**src/rtl/icr_pkg.sv**
```systemverilog
package icr_pkg;

    localparam logic [1:0] BURST_INCR = 2'b01;

    // Beats per line: a wide bus carries a whole line in one beat.
    function automatic int beats_per_line(input int bus_w, input int line_words);
        return (bus_w > 32) ? 1 : line_words;
    endfunction

    // Limit on open read requests for the configured mode.
    function automatic int read_limit(input int bus_w, input bit stream);
        if (bus_w > 32) return 1;
        return stream ? 5 : 2;
    endfunction

    // Tag queue depth: power of two at or above the limit, never below 2.
    function automatic int track_depth(input int bus_w, input bit stream);
        if (bus_w > 32 || !stream) return 2;
        return 8;
    endfunction

endpackage

```
**src/rtl/icr_route.sv**
```systemverilog
module icr_route #(
    parameter int ADDR_W      = 32,
    parameter int ID_W        = 3,
    parameter bit ALWAYS_USED = 1'b0,
    parameter bit STREAM_PF   = 1'b1
) (
    input  logic              cache_en,
    input  logic              miss_valid,
    input  logic [ADDR_W-1:0] miss_addr,
    input  logic [ID_W-1:0]   miss_id,
    output logic              miss_ready,
    input  logic              pf_valid,
    input  logic [ADDR_W-1:0] pf_addr,
    input  logic [ID_W-1:0]   pf_id,
    output logic              pf_ready,
    output logic              byp_valid,
    output logic [ADDR_W-1:0] byp_addr,
    output logic [ID_W-1:0]   byp_id,
    input  logic              byp_ready,
    input  logic              can_issue,
    output logic              issue,
    output logic [ADDR_W-1:0] iss_addr,
    output logic [ID_W-1:0]   iss_id,
    output logic              iss_pf
);

    logic divert;
    logic take_miss;
    logic take_pf;

    always_comb begin
        divert     = !ALWAYS_USED && !cache_en;
        byp_valid  = divert && miss_valid;
        byp_addr   = miss_addr;
        byp_id     = miss_id;
        miss_ready = divert ? byp_ready : can_issue;
        pf_ready   = STREAM_PF && !divert && !miss_valid && can_issue;
        take_miss  = !divert && miss_valid && can_issue;
        take_pf    = pf_ready && pf_valid;
        issue      = take_miss || take_pf;
        iss_addr   = take_miss ? miss_addr : pf_addr;
        iss_id     = take_miss ? miss_id   : pf_id;
        iss_pf     = !take_miss;
    end

    always_comb begin
        AST_ROUTE_EXCLUSIVE: assert (!(byp_valid && issue));
    end

endmodule

```
**src/rtl/icr_tagq.sv**
```systemverilog
module icr_tagq #(
    parameter int W     = 4,
    parameter int DEPTH = 8
) (
    input  logic                       clk,
    input  logic                       rst_n,
    input  logic                       push,
    input  logic [W-1:0]               push_data,
    input  logic                       pop,
    output logic [W-1:0]               head,
    output logic [$clog2(DEPTH+1)-1:0] count
);

    localparam int PTR_W = $clog2(DEPTH);
    localparam int CNT_W = $clog2(DEPTH + 1);

    typedef struct packed {
        logic [DEPTH-1:0][W-1:0] mem;
        logic [PTR_W-1:0]        wp;
        logic [PTR_W-1:0]        rp;
        logic [CNT_W-1:0]        cnt;
    } tq_t;

    tq_t tq_q, tq_d;

    always_comb begin
        tq_d = tq_q;
        if (push) begin
            tq_d.mem[tq_q.wp] = push_data;
            tq_d.wp = (tq_q.wp == PTR_W'(DEPTH - 1)) ? '0 : tq_q.wp + 1'b1;
        end
        if (pop) begin
            tq_d.rp = (tq_q.rp == PTR_W'(DEPTH - 1)) ? '0 : tq_q.rp + 1'b1;
        end
        case ({push, pop})
            2'b10:   tq_d.cnt = tq_q.cnt + 1'b1;
            2'b01:   tq_d.cnt = tq_q.cnt - 1'b1;
            default: tq_d.cnt = tq_q.cnt;
        endcase
    end

    always_ff @(posedge clk) begin
        if (!rst_n) tq_q <= '0;
        else        tq_q <= tq_d;
    end

    assign head  = tq_q.mem[tq_q.rp];
    assign count = tq_q.cnt;

    AST_TAGQ_NO_OVERFLOW: assert property (@(posedge clk) disable iff (!rst_n)
        push && !pop |-> tq_q.cnt < CNT_W'(DEPTH));
    AST_TAGQ_NO_UNDERFLOW: assert property (@(posedge clk) disable iff (!rst_n)
        pop |-> tq_q.cnt != '0);

endmodule

```
**src/rtl/icr_ar.sv**
```systemverilog
module icr_ar #(
    parameter int ADDR_W = 32,
    parameter int OFF_W  = 5
) (
    input  logic              clk,
    input  logic              rst_n,
    input  logic              issue,
    input  logic [ADDR_W-1:0] iss_addr,
    input  logic              ar_ready,
    output logic              ar_valid,
    output logic [ADDR_W-1:0] ar_addr,
    output logic              slot_free
);

    typedef struct packed {
        logic              vld;
        logic [ADDR_W-1:0] addr;
    } ar_t;

    ar_t ar_q, ar_d;

    always_comb begin
        ar_d = ar_q;
        if (ar_q.vld && ar_ready) ar_d.vld = 1'b0;
        if (issue) begin
            ar_d.vld  = 1'b1;
            ar_d.addr = {iss_addr[ADDR_W-1:OFF_W], {OFF_W{1'b0}}};
        end
    end

    always_ff @(posedge clk) begin
        if (!rst_n) ar_q <= '0;
        else        ar_q <= ar_d;
    end

    assign ar_valid  = ar_q.vld;
    assign ar_addr   = ar_q.addr;
    assign slot_free = !ar_q.vld;

    AST_AR_HOLD: assert property (@(posedge clk) disable iff (!rst_n)
        ar_valid && !ar_ready |=> ar_valid && $stable(ar_addr));
    AST_AR_NO_CLOBBER: assert property (@(posedge clk) disable iff (!rst_n)
        issue |-> !ar_valid);

endmodule

```
**src/rtl/icr_beat.sv**
```systemverilog
module icr_beat #(
    parameter int BUS_W = 32,
    parameter int ID_W  = 3,
    parameter int BEATS = 8
) (
    input  logic             clk,
    input  logic             rst_n,
    input  logic             r_valid,
    input  logic [BUS_W-1:0] r_data,
    input  logic             r_last,
    input  logic             q_empty,
    input  logic [ID_W-1:0]  head_id,
    input  logic             head_pf,
    output logic             pop,
    output logic             out_valid,
    output logic [BUS_W-1:0] out_data,
    output logic [ID_W-1:0]  out_id,
    output logic             out_last,
    output logic             out_pf,
    output logic             err
);

    localparam int BEAT_W = (BEATS > 1) ? $clog2(BEATS) : 1;

    typedef struct packed {
        logic [BEAT_W-1:0] beat;
        logic              vld;
        logic [BUS_W-1:0]  data;
        logic [ID_W-1:0]   id;
        logic              last;
        logic              pf;
        logic              err;
    } bt_t;

    bt_t bt_q, bt_d;
    logic exp_last;

    always_comb begin
        bt_d     = bt_q;
        bt_d.vld = 1'b0;
        pop      = 1'b0;
        exp_last = (bt_q.beat == BEAT_W'(BEATS - 1));
        if (r_valid) begin
            if (q_empty) begin
                bt_d.err = 1'b1;
            end else begin
                bt_d.vld  = 1'b1;
                bt_d.data = r_data;
                bt_d.id   = head_id;
                bt_d.pf   = head_pf;
                bt_d.last = exp_last;
                if (r_last != exp_last) bt_d.err = 1'b1;
                if (exp_last) begin
                    bt_d.beat = '0;
                    pop       = 1'b1;
                end else begin
                    bt_d.beat = bt_q.beat + 1'b1;
                end
            end
        end
    end

    always_ff @(posedge clk) begin
        if (!rst_n) bt_q <= '0;
        else        bt_q <= bt_d;
    end

    assign out_valid = bt_q.vld;
    assign out_data  = bt_q.data;
    assign out_id    = bt_q.id;
    assign out_last  = bt_q.last;
    assign out_pf    = bt_q.pf;
    assign err       = bt_q.err;

    AST_ERR_STICKY: assert property (@(posedge clk) disable iff (!rst_n)
        err |=> err);
    AST_EMPTY_BEAT_ERR: assert property (@(posedge clk) disable iff (!rst_n)
        r_valid && q_empty |=> err);
    AST_OUT_FOLLOWS_BEAT: assert property (@(posedge clk) disable iff (!rst_n)
        r_valid && !q_empty |=> out_valid && out_data == $past(r_data));

endmodule

```
**src/rtl/icache_refill_master.sv**
```systemverilog
module icache_refill_master
    import icr_pkg::*;
#(
    parameter int ADDR_W      = 32,
    parameter int BUS_W       = 32,
    parameter int LINE_WORDS  = 8,
    parameter int ID_W        = 3,
    parameter bit STREAM_PF   = 1'b1,
    parameter bit ALWAYS_USED = 1'b0
) (
    input  logic              clk,
    input  logic              rst_n,
    input  logic              cache_en,
    input  logic              miss_valid,
    output logic              miss_ready,
    input  logic [ADDR_W-1:0] miss_addr,
    input  logic [ID_W-1:0]   miss_id,
    input  logic              pf_valid,
    output logic              pf_ready,
    input  logic [ADDR_W-1:0] pf_addr,
    input  logic [ID_W-1:0]   pf_id,
    output logic              byp_valid,
    input  logic              byp_ready,
    output logic [ADDR_W-1:0] byp_addr,
    output logic [ID_W-1:0]   byp_id,
    output logic              ar_valid,
    input  logic              ar_ready,
    output logic [ADDR_W-1:0] ar_addr,
    output logic [7:0]        ar_len,
    output logic [2:0]        ar_size,
    output logic [1:0]        ar_burst,
    input  logic              r_valid,
    output logic              r_ready,
    input  logic [BUS_W-1:0]  r_data,
    input  logic              r_last,
    output logic              out_valid,
    output logic [BUS_W-1:0]  out_data,
    output logic [ID_W-1:0]   out_id,
    output logic              out_last,
    output logic              out_pf,
    output logic              err
);

    localparam int BEATS     = beats_per_line(BUS_W, LINE_WORDS);
    localparam int MAX_OUT   = read_limit(BUS_W, STREAM_PF);
    localparam int TQ_DEPTH  = track_depth(BUS_W, STREAM_PF);
    localparam int CNT_W     = $clog2(TQ_DEPTH + 1);
    localparam int OFF_W     = $clog2(LINE_WORDS * 4);
    localparam int SIZE_LOG  = $clog2(BUS_W / 8);
    localparam logic [CNT_W-1:0] MAX_CNT = CNT_W'(MAX_OUT);

    logic              can_issue;
    logic              issue;
    logic [ADDR_W-1:0] iss_addr;
    logic [ID_W-1:0]   iss_id;
    logic              iss_pf;
    logic              slot_free;
    logic              pop;
    logic [ID_W:0]     head;
    logic [CNT_W-1:0]  tq_count;

    assign can_issue = slot_free && (tq_count < MAX_CNT);
    assign ar_len    = 8'(BEATS - 1);
    assign ar_size   = 3'(SIZE_LOG);
    assign ar_burst  = BURST_INCR;
    assign r_ready   = 1'b1;

    icr_route #(
        .ADDR_W(ADDR_W), .ID_W(ID_W),
        .ALWAYS_USED(ALWAYS_USED), .STREAM_PF(STREAM_PF)
    ) u_route (
        .cache_en  (cache_en),
        .miss_valid(miss_valid),
        .miss_addr (miss_addr),
        .miss_id   (miss_id),
        .miss_ready(miss_ready),
        .pf_valid  (pf_valid),
        .pf_addr   (pf_addr),
        .pf_id     (pf_id),
        .pf_ready  (pf_ready),
        .byp_valid (byp_valid),
        .byp_addr  (byp_addr),
        .byp_id    (byp_id),
        .byp_ready (byp_ready),
        .can_issue (can_issue),
        .issue     (issue),
        .iss_addr  (iss_addr),
        .iss_id    (iss_id),
        .iss_pf    (iss_pf)
    );

    icr_ar #(.ADDR_W(ADDR_W), .OFF_W(OFF_W)) u_ar (
        .clk      (clk),
        .rst_n    (rst_n),
        .issue    (issue),
        .iss_addr (iss_addr),
        .ar_ready (ar_ready),
        .ar_valid (ar_valid),
        .ar_addr  (ar_addr),
        .slot_free(slot_free)
    );

    icr_tagq #(.W(ID_W + 1), .DEPTH(TQ_DEPTH)) u_tagq (
        .clk      (clk),
        .rst_n    (rst_n),
        .push     (issue),
        .push_data({iss_id, iss_pf}),
        .pop      (pop),
        .head     (head),
        .count    (tq_count)
    );

    icr_beat #(.BUS_W(BUS_W), .ID_W(ID_W), .BEATS(BEATS)) u_beat (
        .clk      (clk),
        .rst_n    (rst_n),
        .r_valid  (r_valid),
        .r_data   (r_data),
        .r_last   (r_last),
        .q_empty  (tq_count == '0),
        .head_id  (head[ID_W:1]),
        .head_pf  (head[0]),
        .pop      (pop),
        .out_valid(out_valid),
        .out_data (out_data),
        .out_id   (out_id),
        .out_last (out_last),
        .out_pf   (out_pf),
        .err      (err)
    );

    AST_OPEN_LIMIT: assert property (@(posedge clk) disable iff (!rst_n)
        tq_count <= MAX_CNT);
    AST_WIDE_SINGLE_BEAT: assert property (@(posedge clk) disable iff (!rst_n)
        (BEATS == 1) && out_valid |-> out_last);

endmodule

```
**config.mk**
```make
export PLATFORM = sky130hd
export DESIGN_NAME = icache_refill_master
export DESIGN_NICKNAME = d
export VERILOG_FILES = /design/src/rtl/icr_pkg.sv /design/src/rtl/icr_route.sv /design/src/rtl/icr_tagq.sv /design/src/rtl/icr_ar.sv /design/src/rtl/icr_beat.sv /design/src/rtl/icache_refill_master.sv
export SDC_FILE = /design/constraint.sdc
export NUM_CORES = 1
export LEC_CHECK = 0
export BUFFER_PORTS_ARGS = -buffer_cell sky130_fd_sc_hd__buf_2
export CAP_MARGIN = 20
export CORE_AREA = 2 2 115 117
export DETAILED_ROUTE_END_ITERATION = 10
export DIE_AREA = 0 0 117 119
export HOLD_SLACK_MARGIN = 0.03
export PLACE_DENSITY = 0.8
export SYNTH_ARGS = -nofsm -noshare
export SYNTH_HDL_FRONTEND = slang
export SYNTH_HIERARCHICAL = 1
export SYNTH_SLANG_ARGS = --single-unit
```
**constraint.sdc**
```tcl
create_clock -name clk -period 3 [get_ports clk]
set_input_delay 0.6 -clock clk [delete_from_list [all_inputs] [get_ports clk]]
set_output_delay 0.6 -clock clk [all_outputs]
set_load 0.01 [all_outputs]
```
* Yosys cells after proc, flatten, opt, wreduce, memory -nomap -nowiden *
Cells that the tools add are included.
Widths: inputs -> output; s select.

cells by class
  multipliers = 0
  shifts and indexed selects = 0
  bitwise gates (word level) = 1
  order comparisons = 4
  add/subtract/negate cells = 5
  equality and inequality tests = 6
  mux-type cells = 20
  divide/modulo/power cells = 0
  reductions and logical operators = 21

operators with widths
  operator             count
  $mux 38              1
  $mux 33              1
  $bwmux 32            1
  $mux 32              1
  $bmux 4 s3           1
  $demux 4 s3          1
  $mux 3               4
  $add 3x1->3 const B  3
  $eq 3x3->1 const B   3
  $logic_and 1x1->1    9
  $lt 3x4->1 const B   2
  $mux 4               2
  $pmux 4 s2           1
  $mux 1               7
  $reduce_and 2->1     3
  $reduce_bool 2->1    3
  $add 4x1->4 const B  1
  $logic_not 1->1      4
  $logic_not 4->1      1
  $lt 4x3->1 const B   1
  $sub 4x1->4 const B  1
  $ge 3x1->1 const B   1
  $eq 2x1->1 const B   1
  $eq 2x2->1 const B   1
  other kinds (3)      3

storage, ports and cells
  bits in writable memories = 0
  output and inout port bits = 124
  ROM bits = 0
  memories kept = 0
  input port bits = 111
  bits in latches = 0
  flip-flop bits (word level) = 112

* Longest topological paths before layout *
  word-level depth = 7
  depth in mapped cells = 14
  mapped depth without buffers = 12

* Modules after synthesis *
Netlist, hierarchy kept.

modules (own cells, without submodules)
  module                area an instance (um2)  sequential area each (um2)  cells each  instances
  icr_tagq              2,180.8                 840.8                       190         1
  icr_beat              1,890.6                 840.8                       221         1
  icr_ar                1,117.3                 560.5                       96          1
  icr_route             847.1                   0.0                         81          1
  icache_refill_master  138.9                   0.0                         19          1

* Worst setup path after synthesis *
No wires, ideal clock.

  kind = reg2reg
  from = register u_tagq.tq_q (netlist bit u_tagq/count[1])
  to = register u_tagq.tq_q (netlist bit u_tagq/count[2])
  arrival time = 2,626 ps
  cell stages (with the launch flop) = 14
  slack = 298 ps
  data required time = 2,924 ps
  buffers on the path = 3
  path through = dfxtp_1 -> buf_4 -> nor4_2 -> nor2b_1 -> buf_4 -> buf_4 -> and2_1 -> ha_1 -> xor2_1 -> ha_1 -> a21oi_1 -> xor2_1 -> or3_1 -> a21boi_0

on the way
  elaborated cells between the ends (all ways) = 15

RTL lines
  item                                                    RTL line                     RTL
  start: declaration                                      icr_tagq.sv:24               tq_t tq_q, tq_d;
  start signal: assignment                                icr_tagq.sv:44               else tq_q <= tq_d;
  $logic_not 4->1 *                                       icache_refill_master.sv:119  .q_empty (tq_count == '0),
  $mux 1 *                                                icr_beat.sv:44               if (q_empty) begin
  $mux 1 *                                                icr_beat.sv:43               if (r_valid) begin
  named net pop                                           icache_refill_master.sv:58   logic pop;
  $eq 2x1->1 / $eq 2x2->1 (equally long branches)         icr_tagq.sv:35               case ({push, pop})
  $pmux 4 s2 / $reduce_bool 2->1 (equally long branches)  --

Mark *: on every way through the listed nets, which the timed path passes. The rest lies on a longest branch.
A chain may end at the register's enable or synchronous reset.

* Worst setup path in the final report *
Same ends and word-level chain as after synthesis.

==> results.md <==
- Top Layer Used: met4
- Post-CTS sizing: 0
- WL per Instance: between 10 and 15 um
- YS warnings: 6
- Rows: between 40 and 50
- CP peak stage delay: 0.46 ns
- RSZ-0062 raised after global routing: no
- Fin nets: between 800 and 900
- Fin worst setup slack: between 0.4 and 0.5 ns
- Fillcell total: between 1,000 and 1,500
- Antenna violations before repair: 0
- CP Max Fanout: 8
- Area occupied by multi-input gates: around 3000 um^2
- CTS sink cnt: 112
- Layout Utilization: 0.5264
- Die W: 117 um
- Via count: a little over 4,000
- CTS tree: yes
- Fin crit share: 0.8651
- Antenna viol nets, final: 0
- Final WL: around 12,000 um
- Starting Density: 0.4743
- Total track usage: 0.1665
- Via/cell ratio: ~4.6
- Fmax: between 300 and 400 MHz
- Crit start category: register
- Slew @ Worst Pin: about 0.64 ns
- Max-slew violation count: 0
- Arrival time worst endpoint: roughly 2.9 ns
- Clock latency on the worst-skew pair: around 0.34 ns
- Final hold viol count: 0
- Worst VDD drop: about 260 uV
- Most common cell after layout, fill and taps aside: buf_2
- I/O pin count: around 240
- Slowest stage cell on the critical path: nor4_2
- Vias in the first global route: roughly 3,900
- Syn Area/Cell: roughly 10 um^2
- Layout cell share with drive strength beyond 1: 0.3703
- Syn Std Cell Area: slightly above 6000 um^2
- Root Buffer: clkbuf_16
- Worst Setup End Kind: register
- Max-cap violations: 0
- Slew Limit Headroom: 0.5714
- First-pass GRT wire length: ~18,000 um
- FF/Latch Area: around 2200 um^2
- Met2 wire len: 5759 um
- Post-CTS setup buffer count: 0
- Setup TNS: 0 ns
- Pre-CTS setup slack: roughly 0.38 ns
- CTS clk-pin slew, worst paths: 0.07 ns
- H-tree depth: 3
- Routability-driven placement congestion ratio: 0.7130
- Number of diodes: 0
- Core area: around 13,000 um^2
- CTS Hold Buffers Added: 0
- Status: finished clean
- Fin Clk Skew: 0.008321 ns
- Family with the most delay on the worst path: simple AND/OR/NAND/NOR gates
- Die area: approximately 14,000 um^2
- Initial DRC Count: roughly 210
- Remaining DRCs: 0
- Post-synthesis instance total: between 600 and 700
- Drt first pass iters: 4
- Buf+Inv Stages, Crit Path: 0
- Setup-failing EPs final: 0
- Bufs on Longest Clock Path: 2
- Required @ worst endpoint: approximately 3.3 ns
- Largest net degree at the start of global routing: roughly 50
- Met3 routed WL: around 500 um
- Leakage: 0.003170 uW
- Most frequent cells in the layout: 200 x buf_2, 112 x dfxtp_1, 81 x nand2_1
- Die Height: around 120 um
- # port buffers: 200
- TritonCTS Buffers: 9
- Crit-path cells: nor4_2 > nor2b_2 > and2_1 > ha_1 > xor2_1 > ha_1 > a21oi_1 > xor2_1 > or3_1 > a21boi_0
- Worst hold path type: register to register
- Post-layout min period: ~2.6 ns
- PwrDens: 476.9 nW/um^2
- Crit Path Category: register to register
- Synth-to-layout area growth: 10.98%
- Grt ovf: 0
- Met1 wire length: 5402 um
- HPWL Detailed: around 8600 um
==> path summary, 6_finish.rpt <==
kind,from,slack [ns],cells past startpoint,end
setup / recovery,u_tagq/count[1],0.40,10,u_tagq/count[2]
hold reg to reg,u_beat/out_data[25],0.45,2,u_beat/out_data[25]
setup reg to reg,u_tagq/count[1],0.40,10,u_tagq/count[2]
hold / removal,u_beat/out_data[25],0.45,2,u_beat/out_data[25]
==> worst min-delay path: stages (launching register included) <==
cell,delay [ns]
dfxtp_1,0.31
nand2_1,0.05
a21boi_1,0.05
==> where the power goes <==
| part | internal [uW] | leakage, uW | switching (uW) |
|---|---|---|---|
| Sequential | 1550 | 0.000910 | 42.2 |
| Clock | 585 | 0.000130 | 515 |
| Combinational | 266 | 0.00213 | 270 |
==> metal layers <==
metal / GRT usage / up-vias
met2: 0.2829 / 100
met3: 0.02799 / 12
met1: 0.2095 / 1887
met5: 0 / -
li1: - / 2097
met4: 0.06250 / 0
==> sequential cells by signal (all words and copies together) (netlist names) <==
| register | flops |
|---|---|
| u_ar/ar_addr | 27 |
| u_beat/out_pf | 1 |
| u_tagq/tq_q | 38 |
| u_beat/out_data | 32 |
| u_ar/ar_valid | 1 |
| u_beat/out_valid | 1 |
| u_beat/out_last | 1 |
| u_beat/err | 1 |
| u_tagq/count | 4 |
| u_beat/bt_q | 3 |
| u_beat/out_id | 3 |
==> area by class of cell <==
cell class                 count  share of cell area
inverter                       3            0.001661
timing repair buffer         208              0.1584
sequential                   112              0.3308
clock buffer                  13             0.03692
multi-input combinational    374              0.4371
tap                          176             0.03249
clock inverter                 3            0.002584
==> per-stage QoR <==
stage / area, um^2 / total power [uW] / instances / hold slack, ns
6_report: 6778 / 3232 / 889 / 0.4506
5_1_grt: 6778 / 3390 / 889 / 0.4735
4_1_cts: 6778 / 3261 / 889 / 0.4511
3_5_place_dp: 6510 / 2172 / 873 / 0.4419
3_3_place_gp: 6510 / 2160 / 873 / 0.4384
2_1_floorplan: 6167 / 2076 / 618 / 0.4345
(Power assumes the default switching activity.)
